$ cat src/rtl/standby_ctrl.sv
module standby_ctrl #(
  parameter int NPIN  = 8,
  parameter int NPER  = 10,
  parameter int NWAKE = 4,
  parameter int DW    = 16
) (
  input  logic             clk,
  input  logic             rst_n,
  input  logic             reg_wr,
  input  logic [1:0]       reg_addr,
  input  logic [DW-1:0]    reg_wdata,
  output logic [DW-1:0]    reg_rdata,
  input  logic             halt_req,
  input  logic [NWAKE-1:0] wake_irq,
  input  logic [NPIN-1:0]  port_oe,
  output logic [1:0]       mode_state,
  output logic             clk_en_cpu,
  output logic [NPER-1:0]  clk_en_per,
  output logic             clk_en_osc,
  output logic             clk_en_rtc,
  output logic             clk_en_mld,
  output logic [NPIN-1:0]  pin_out_en,
  output logic [NPIN-1:0]  pin_in_en
);
  localparam logic [1:0] M_RUN   = 2'b00;
  localparam logic [1:0] M_STOP  = 2'b01;
  localparam logic [1:0] M_IDLE1 = 2'b10;
  localparam logic [1:0] M_IDLE2 = 2'b11;

  logic [1:0]       st, mode_f;
  logic [NPIN-1:0]  drv, oe_lat;
  logic [NPER-1:0]  keep;
  logic [NWAKE-1:0] wake_en;
  logic             in_sb, wake_hit;

  assign in_sb    = st != M_RUN;
  assign wake_hit = |(wake_irq & wake_en);

  always_ff @(posedge clk) begin
    if (!rst_n) begin
      st      <= M_RUN;
      mode_f  <= M_RUN;
      drv     <= '1;
      keep    <= '0;
      wake_en <= '0;
      oe_lat  <= '0;
    end else begin
      if (reg_wr) begin
        case (reg_addr)
          2'd0:    mode_f  <= reg_wdata[1:0];
          2'd1:    drv     <= reg_wdata[NPIN-1:0];
          2'd2:    keep    <= reg_wdata[NPER-1:0];
          default: wake_en <= reg_wdata[NWAKE-1:0];
        endcase
      end
      if (!in_sb && halt_req && mode_f != M_RUN) begin
        st     <= mode_f;
        oe_lat <= port_oe;
      end else if (in_sb && wake_hit) begin
        st <= M_RUN;
      end
    end
  end

  always_comb begin
    case (reg_addr)
      2'd0:    reg_rdata = DW'(mode_f);
      2'd1:    reg_rdata = DW'(drv);
      2'd2:    reg_rdata = DW'(keep);
      default: reg_rdata = DW'(wake_en);
    endcase
  end

  assign mode_state = st;
  assign clk_en_cpu = !in_sb;
  assign clk_en_per = !in_sb ? '1 : (st == M_IDLE2 ? keep : '0);
  assign clk_en_osc = st != M_STOP;
  assign clk_en_rtc = st != M_STOP;
  assign clk_en_mld = st != M_STOP;
  assign pin_out_en = in_sb ? (oe_lat & drv)  : port_oe;
  assign pin_in_en  = in_sb ? (~oe_lat & drv) : ~port_oe;

  p_enter_r2: assert property (@(posedge clk) disable iff (!rst_n)
    (!in_sb && halt_req && mode_f != M_RUN) |=> mode_state == $past(mode_f));
  p_reserved_ignored_r3: assert property (@(posedge clk) disable iff (!rst_n)
    (!in_sb && halt_req && mode_f == M_RUN) |=> (mode_state == M_RUN && clk_en_cpu));
  p_idle2_clocks_r4: assert property (@(posedge clk) disable iff (!rst_n)
    (mode_state == M_IDLE2) |-> (!clk_en_cpu && clk_en_osc && clk_en_rtc && clk_en_per == keep));
  p_idle1_clocks_r5: assert property (@(posedge clk) disable iff (!rst_n)
    (mode_state == M_IDLE1) |-> (!clk_en_cpu && clk_en_osc && clk_en_mld && clk_en_per == '0));
  p_stop_dark_r6: assert property (@(posedge clk) disable iff (!rst_n)
    (mode_state == M_STOP) |-> (!clk_en_cpu && !clk_en_osc && !clk_en_rtc && !clk_en_mld
                                && clk_en_per == '0));
  p_buf_exclusive_r7: assert property (@(posedge clk) disable iff (!rst_n)
    in_sb |-> (pin_out_en & pin_in_en) == '0);
  p_oe_frozen_r9: assert property (@(posedge clk) disable iff (!rst_n)
    (in_sb && $past(in_sb) && $stable(drv)) |-> $stable(pin_out_en));
  p_wake_r10: assert property (@(posedge clk) disable iff (!rst_n)
    (in_sb && wake_hit) |=> (mode_state == M_RUN && clk_en_osc && clk_en_cpu));
  p_hold_r11: assert property (@(posedge clk) disable iff (!rst_n)
    (in_sb && !wake_hit) |=> $stable(mode_state));
endmodule

$ cat config.mk
export PLATFORM = sky130hd
export DESIGN_NAME = standby_ctrl
export DESIGN_NICKNAME = d
export VERILOG_FILES = /design/src/rtl/standby_ctrl.sv
export SDC_FILE = /design/constraint.sdc
export NUM_CORES = 1
export LEC_CHECK = 0
export ABC_AREA = 1
export BUFFER_PORTS_ARGS = -buffer_cell sky130_fd_sc_hd__buf_2
export CORE_UTILIZATION = 30
export CTS_CLUSTER_DIAMETER = 80
export DETAILED_ROUTE_END_ITERATION = 12
export GPL_TIMING_DRIVEN = 1
export PLACE_DENSITY_LB_ADDON = 0.2
export SLEW_MARGIN = 5
export SYNTH_ARGS = -nofsm -noshare
export SYNTH_HDL_FRONTEND = slang
export SYNTH_SLANG_ARGS = --single-unit
$ cat constraint.sdc
create_clock -name clk -period 1.19 [get_ports clk]
set_clock_uncertainty 0.1 [all_clocks]
set_input_delay 0.0595 -clock clk [delete_from_list [all_inputs] [get_ports clk]]
set_output_delay 0.0595 -clock clk [all_outputs]
set_load 0.005 [all_outputs]
-- Yosys cells after proc, flatten, opt, wreduce, memory -nomap -nowiden
Cells that the tools add are included.
- bits in registers: 34
- output and inout bits: 48
- word-level logic and storage cells: 37
- equality and inequality tests: 4
- multiplexer cells: 7
- bitwise logic cells: 6
- reduce and logical (&&, ||, !) cells: 14
- operators with widths (operator ; number):
    $pmux W10 S3 ; 1
    $mux W10 ; 2
    $and A8 B8 Y8 ; 2
    $mux W8 ; 2
    $not A8 Y8 ; 2
    $reduce_and A2 Y1 ; 4
    $reduce_bool A2 Y1 ; 3
    $and A4 B4 Y4 ; 1
    $eq A2 B2 Y1 const B ; 2
    $mux W2 ; 2
    $reduce_or A4 Y1 ; 1
    $logic_and A1 B1 Y1 ; 3
    $reduce_or A3 Y1 ; 1
    $eq A2 B1 Y1 const B ; 1
    $logic_not A2 Y1 ; 1
    $ne A2 B1 Y1 const B ; 1
    $logic_not A1 Y1 ; 1
    $not A1 Y1 ; 1

-- Logic depth before layout (Yosys ltp)
Gate-level depths: netlist of run 1.
- depth after elaboration: 5
- gate-level depth with buffers: 7
- depth with buffers taken out: 7

-- Worst setup path after synthesis of run 1
Ideal clock, no wire load.
- path kind: reg-to-reg
- start point: reg st[0], in the netlist mode_state[0]
- end point: reg st[0], in the netlist mode_state[0]
- arrival time: 0.970 ns
- required time: 0.974 ns
- setup slack: 0.003 ns
- cell stages (with the launch flop): 6
- cell sequence: dfxtp_1 > nor2_4 > nand3_4 > buf_6 > nand3_1 > a21oi_1
- cells in the longest elaborated chain, start to end: 5
- elaborated cells between the ends (all ways): 7
- those cells by class: mux: 1; reduce/logical: 6
- RTL lines (what ; line ; text):
    start: declaration ; 30 ; logic [1:0] st, mode_f;
    start signal: assignment ; 57 ; st <= mode_f;
    $reduce_bool A2 Y1 * ; 36 ; assign in_sb = st != M_RUN;
    $logic_not A1 Y1 ; - ;
    $logic_and A1 B1 Y1 (2 in a row) ; 56 ; if (!in_sb && halt_req && mode_f != M_RUN) begin
    $mux W2 / $reduce_bool A2 Y1 (equally long branches) ; - ;
Mark *: on every way between the ends. The rest lies on a longest branch, timed or not.
A chain may end at the register's enable or synchronous reset.

-- Final worst setup path of run 1
- start point: reg st[1], in the netlist mode_state[1]
- end point: out pin_in_en[7]
- cells in the longest elaborated chain, start to end: 2
- RTL lines (what ; line ; text):
    $reduce_bool A2 Y1 ; 36 ;
    $mux W8 ; 81 ; assign pin_in_en = in_sb ? (~oe_lat & drv) : ~port_oe;
    end: declaration ; 23 ; output logic [NPIN-1:0] pin_in_en
Every way passes these cells.

==> results of run 1 <==
## sequential cells by signal, indices dropped and copies added (netlist names)
register and count:
wake_en 4, keep 10, drv 8, oe_lat 8
mode_state 2, mode_f 2
## worst reg2reg max path, cell delays in order, from the launching register on
cell and delay (ns):
dfxtp_4 0.36, nor2_4 0.17, inv_4 0.08, buf_4 0.14
buf_4 0.12, o21ai_2 0.06, nand3_1 0.09, a21oi_1 0.12
## synth_stat cells (4+ instances only)
master,instances
o21ai_0,39
a21oi_1,27
o21ai_1,4
o211ai_1,4
buf_4,9
nor2_1,5
clkbuf_1,4
inv_2,4
nand3_1,15
dfxtp_1,34
buf_6,4
nand2_1,47
o22ai_1,4
inv_1,34
## routing by layer
metal | part of all wire [%] | up-vias | wire [µm] | GRT usage [%]
met1 | 48 | 896 | 2530 | 22.0
met5 | 0 | - | 0 | 0
met2 | 45 | 68 | 2370 | 28.2
met4 | 1.2 | 0 | 65 | 5.64
met3 | 5.3 | 7 | 281 | 3.45
li1 | - | 1035 | - | -
## metrics by stage
stage | cells | instance area (µm²) | TNS, ns
detailed placement | 391 | 2210 | -0.636
floorplan | 256 | 1790 | 0
CTS | 421 | 2600 | -6.79
global route | 425 | 2690 | -8.69
global placement | 391 | 2210 | -0.260
finish | 425 | 2690 | -6.03
## cell type report
type	instances	area (µm²)
clock buffers	7	76.3
fillers	600	2910
inverters	38	145
multi-input cells	168	962
flip-flops and latches	34	698
well taps	72	90.1
repair buffers	106	722
## worst max-delay path by stage
stage                              from             to  slack [ns]  cells after the start
after floorplan           mode_state[0]  mode_state[0]       0.003                      5
after global placement    mode_state[0]   pin_in_en[4]       -0.04                      5
after detailed placement  mode_state[0]   pin_in_en[4]       -0.09                      5
after CTS                 mode_state[1]   pin_in_en[7]       -0.24                      4
after global routing      mode_state[1]   pin_in_en[4]       -0.29                      5
final                     mode_state[1]   pin_in_en[7]       -0.23                      4
## repair_timing
action,in CTS,in global routing
cloned,1,1
hold buffers,18,0
setup buffers,4,3
endpoints found under the setup margin,42,48
pin swaps,3,1
endpoints found under the hold margin,23,0
gates resized for setup,45,25
## power by group through the flow
| stage | Combinational (mW) | Clock (mW) | Sequential (mW) |
|---|---|---|---|
| after CTS | 0.506 | 0.819 | 1.23 |
| after floorplan | 0.250 | 0 | 1.25 |
| after global routing | 0.594 | 0.877 | 1.24 |
| final | 0.535 | 0.799 | 1.23 |
| after global placement | 0.421 | 0 | 1.25 |
| after detailed placement | 0.424 | 0 | 1.25 |
## cell usage in the layout (no fill, tap or decap)
master,n
buf_2,68
nand2_1,44
inv_1,30
a21oi_1,26
dfxtp_1,22
o21ai_1,21
dlygate4sd3_1,18
o21ai_0,16
dfxtp_2,11
buf_4,11
nand3_1,10
inv_2,7
o21ai_2,7
buf_6,7
conb_1,6
nor2_1,5
nand3_2,5
clkbuf_8,5
nand2_2,4
o211ai_1,4
nor2_4,3
o22ai_1,3
o31ai_1,3
nand3_4,3
o221ai_2,2
o2111ai_2,2
clkbuf_1,2
buf_12,2
nor2_2,1
o22ai_2,1
inv_4,1
a21oi_2,1
a31o_2,1
dfxtp_4,1
## logic make-up after synthesis
logic type             Yosys count
other                            1
AOI/OAI and AO/OA               87
DFF                             34
and+or+nand+nor                 73
buffers and inverters           56
==> results_dict.tcl, run 1 <==
set metrics [dict create \
    synth_top_area_cell "dfxtp_1" \
    synth-xor-area-share_pct 0 \
    synth_area_um2 1770 \
    syn_to_final_growth_pct 51.8 \
    yosys_warnings 0 \
    antenna_cells 0 \
    die_width_um 78.9 \
    total_power_mw 2.57 \
    ctsHtreeMaxLevel 2 \
    whs_path_depth 3 \
    peakVddDrop_v 0.000612 \
    combPwrFrac_pct 20.8 \
    path_delay_family "flip-flops" \
    power_switching_mw 0.717 \
    grt_pass1_vias 1778 \
    start_kind "register" \
    power_density_nw_per_um2 953 \
    power_frac_clock_pct 31.1 \
    yosysUniqueCellTypes 25 \
    ff2ff_setup_slack_ns -0.12 \
    rows 27 \
    path_cells "nor2_4 > inv_4 > a31o_2 > buf_2" \
    start_util_pct 31.6 \
    synth_ff_type "dfxtp_1" \
    yosysSeqAreaShare_pct 38.4 \
    core_region_area_um2 5610 \
    pre_cts_ws_ns -0.0886 \
    cp_max_fo 7 \
    worstPathArrival_ns 1.26 \
    end_kind "output pin" \
    io-pin-count 82 \
    path_class "register to output pin" \
    timing.rr.end "mode_state[1]" \
    hp-class "primary input to register" \
    yosys.area_share.simple_pct 18.8 \
    cp.required_ns 1.03 \
    routabilityCongestion 0.812 \
    final_nets 387 \
    setup_viol 41 \
    cts_made_buffers 5 \
    drt_iter0_drc 91 \
    finalCritPeriodShare_pct 119 \
    ys_ff_latch 34 \
    rr_worst_depth 7 \
    rsz0062_at_grt "yes" \
    violations "setup timing" \
    antenna_found_initial 0 \
    drcViolationCount 0 \
    drv_cap 0 \
    fmax_mhz 706 \
    switching_share_pct 27.9 \
    cts_tree "done" \
    synth_area_leaders "dfxtp_1 (38%), o21ai_0 (11%), nand2_1 (9.9%)" \
    slowest_stage "dfxtp_4" \
    status "complete, but fails checks" \
    seqPwrFrac_pct 48.1 \
    max_stage_delay_ns 0.36 \
    leakage_nw 1.17 \
    period_needed_ns 1.42 \
    synthMuxAreaShare_pct 0 \
    hp-start "reg_wr" \
    fin_hold_ws_ns 0.0161 \
    routed_via_density 4.72 \
    synth.top_cell.area_share_pct 38.4 \
    cts_root_buf "clkbuf_8" \
    internal_power_mw 1.85 \
    vias 2006 \
    grt_pass1_wl_mm 8.11 \
    final_util_pct 48.0 \
    worstSkewPairLatency_ns 0.28 \
    crit_buf_inv 2 \
    async_reset_ff_share_pct 0 \
    hpwl_mm 3.57 \
    drv_slew 0 \
    dr.pass1.iters 4 \
    finalHoldViolations 0 \
    die_h_um 78.9 \
    setup_ws_ns -0.226 \
    synth_cells 251 \
    synthAdderAreaFrac_pct 0 \
    clk_pin_slew_ns 0.07 \
    die_area_um2 6230 \
    postRouteAntennaNets 0 \
    synth_compound_area_share_pct 27.1 \
    holdPathEnd "wake_en[1]" \
    grtUsageTotal_pct 17.0 \
    clock-sinks 34 \
    synth-edff-count 0 \
    portBuffers 69 \
    layout-drive-gt1-share_pct 40.5 \
    postRouteWirelength_mm 5.25 \
    synth_top_family_by_area "compound AO/OA/AOI/OAI gates" \
    cts_max_path_buffers 2 \
    grt_overflow 0 \
    grt_max_degree 32 \
    routedWlPerCell_um 12.4 \
    syn_avg_cell_area_um2 7.07 \
    r2r_start "mode_state[1]" \
]
Note: power is estimated with default switching activity, not from simulation.
==> inputs of run 2 (changes only) <==
- CTS_BUF_LIST: unset -> sky130_fd_sc_hd__clkbuf_4 sky130_fd_sc_hd__clkbuf_8
- CTS_CLUSTER_DIAMETER: 80 -> unset
- GPL_ROUTABILITY_DRIVEN: unset -> 0
==> results_dict.tcl, run 2 (same netlist as run 1, synthesis figures left out) <==
set metrics [dict create \
    syn_to_final_growth_pct 52.3 \
    worstPathArrival_ns 1.25 \
    endpoint "pin_in_en[7]" \
    rr_worst_depth 7 \
    postRouteAntennaNets 0 \
    cts_tree "done" \
    clock-sinks 34 \
    power_frac_clock_pct 32.3 \
    leakage_nw 1.17 \
    die_area_um2 6230 \
    hp-start "reg_wr" \
    ctsHtreeMaxLevel 2 \
    status "complete, but fails checks" \
    cp.required_ns 1.03 \
    peakVddDrop_v 0.000605 \
    fin_hold_ws_ns 0.0171 \
    clk_pin_slew_ns 0.07 \
    vias 1999 \
    dr.pass1.iters 4 \
    start_kind "register" \
    seqPwrFrac_pct 47.2 \
    power_density_nw_per_um2 967 \
    routedWlPerCell_um 12.4 \
    power_switching_mw 0.716 \
    drcViolationCount 0 \
    hp-class "primary input to register" \
    place_inst 391 \
    timing.rr.end "mode_state[1]" \
    final_nets 387 \
    worstSkewPairLatency_ns 0.28 \
    setup_viol 41 \
    start_util_pct 31.6 \
    pre_cts_ws_ns -0.0886 \
    period_needed_ns 1.41 \
    reg.largest.list "keep: 10 flops, drv: 8 flops, oe_lat: 8 flops" \
    fin_area_um2 2700 \
    placed_cell_area_um2 2210 \
    path_class "register to output pin" \
    final_common_cell "buf_2" \
    cp-startpoint "mode_state[1]" \
    grt_pass1_vias 1778 \
    die_width_um 78.9 \
    grt_overflow 0 \
    largest_register "keep" \
    postRouteWirelength_mm 5.28 \
    fin_cells 425 \
    finalHoldViolations 0 \
    core_region_area_um2 5610 \
    routed_via_density 4.70 \
    cts_max_path_buffers 2 \
    hpwl_mm 3.57 \
    grt_pass1_wl_mm 8.11 \
    grt_max_degree 32 \
    largest_reg_flops 10 \
    rsz0062_at_grt "yes" \
    finalCritPeriodShare_pct 119 \
    setup_ws_ns -0.224 \
    portBuffers 69 \
    antenna_cells 0 \
    violations "setup timing" \
    tns_ns -5.94 \
    fmax_mhz 707 \
    drv_slew 0 \
    layout_common_cells "buf_2 (68), nand2_1 (44), inv_1 (30), a21oi_1 (26), dfxtp_1 (22)" \
    ff2ff_setup_slack_ns -0.12 \
    die_h_um 78.9 \
    io-pin-count 82 \
    cts_root_buf "clkbuf_8" \
    end_kind "output pin" \
    cts_made_buffers 5 \
    switching_share_pct 27.4 \
    drv_cap 0 \
    combPwrFrac_pct 20.5 \
    grtUsageTotal_pct 17.0 \
    antenna_found_initial 0 \
    layout-drive-gt1-share_pct 41.1 \
    internal_power_mw 1.90 \
    rows 27 \
    r2r_start "mode_state[1]" \
    cp_max_fo 7 \
    drt_iter0_drc 90 \
]
## run 2: cell counts in the layout (fill, tap and decap cells not counted)
No cell type changed its count.
## run 2: per-layer routing
metal  track usage (%)  share of wire (%)  vias up
met2              28.2                 45       77
met5                 0                  0        -
li1                  -                  -     1034
met1              22.0                 47      881
met3              3.45                6.1        7
met4              5.64                1.3        0
## run 2: worst min-delay path by stage
stage	end	slack, ns	depth (start not counted)
finish	wake_en[1]	0.02	3
global route	wake_en[1]	0.04	3
CTS	wake_en[0]	0.008	3
detailed placement	drv[6]	0.21	3
global placement	drv[6]	0.21	3
floorplan	drv[0]	0.09	2
## run 2: through the flow
stage          utilization (%)  power (mW)
2_1_floorplan                -        1.50
3_3_place_gp              39.4        1.67
3_5_place_dp              39.4        1.68
4_1_cts                   46.5        2.60
5_1_grt                   48.2        2.76
6_report                  48.2        2.61
## run 2: power groups by stage
stage	Combinational [mW]	Clock [mW]	Sequential (mW)
2_1_floorplan	0.250	0	1.25
3_5_place_dp	0.424	0	1.25
5_1_grt	0.594	0.923	1.24
3_3_place_gp	0.421	0	1.25
6_report	0.535	0.843	1.23
4_1_cts	0.506	0.865	1.23
## run 2: critical path, stage by stage, from the launching register on
cell     delay [ns]
dfxtp_4        0.36
nor2_4         0.17
inv_4          0.08
a31o_2         0.25
buf_2          0.12
## run 2: repair_timing
item | 4_1_cts | 5_1_grt
endpoints found under the setup margin | 42 | 48
gates resized for setup | 45 | 25
pin swaps | 3 | 1
cloned | 1 | 1
endpoints found under the hold margin | 23 | 0
hold buffers | 18 | 0
buffers inserted | 4 | 3
## run 2: area by class of cell
class,count,area (µm²)
Tap cell,72,90.1
Inverter,38,145
Timing Repair Buffer,106,722
Clock buffer,7,83.8
Sequential cell,34,698
Fill cell,597,2910
Multi-Input combinational cell,168,962
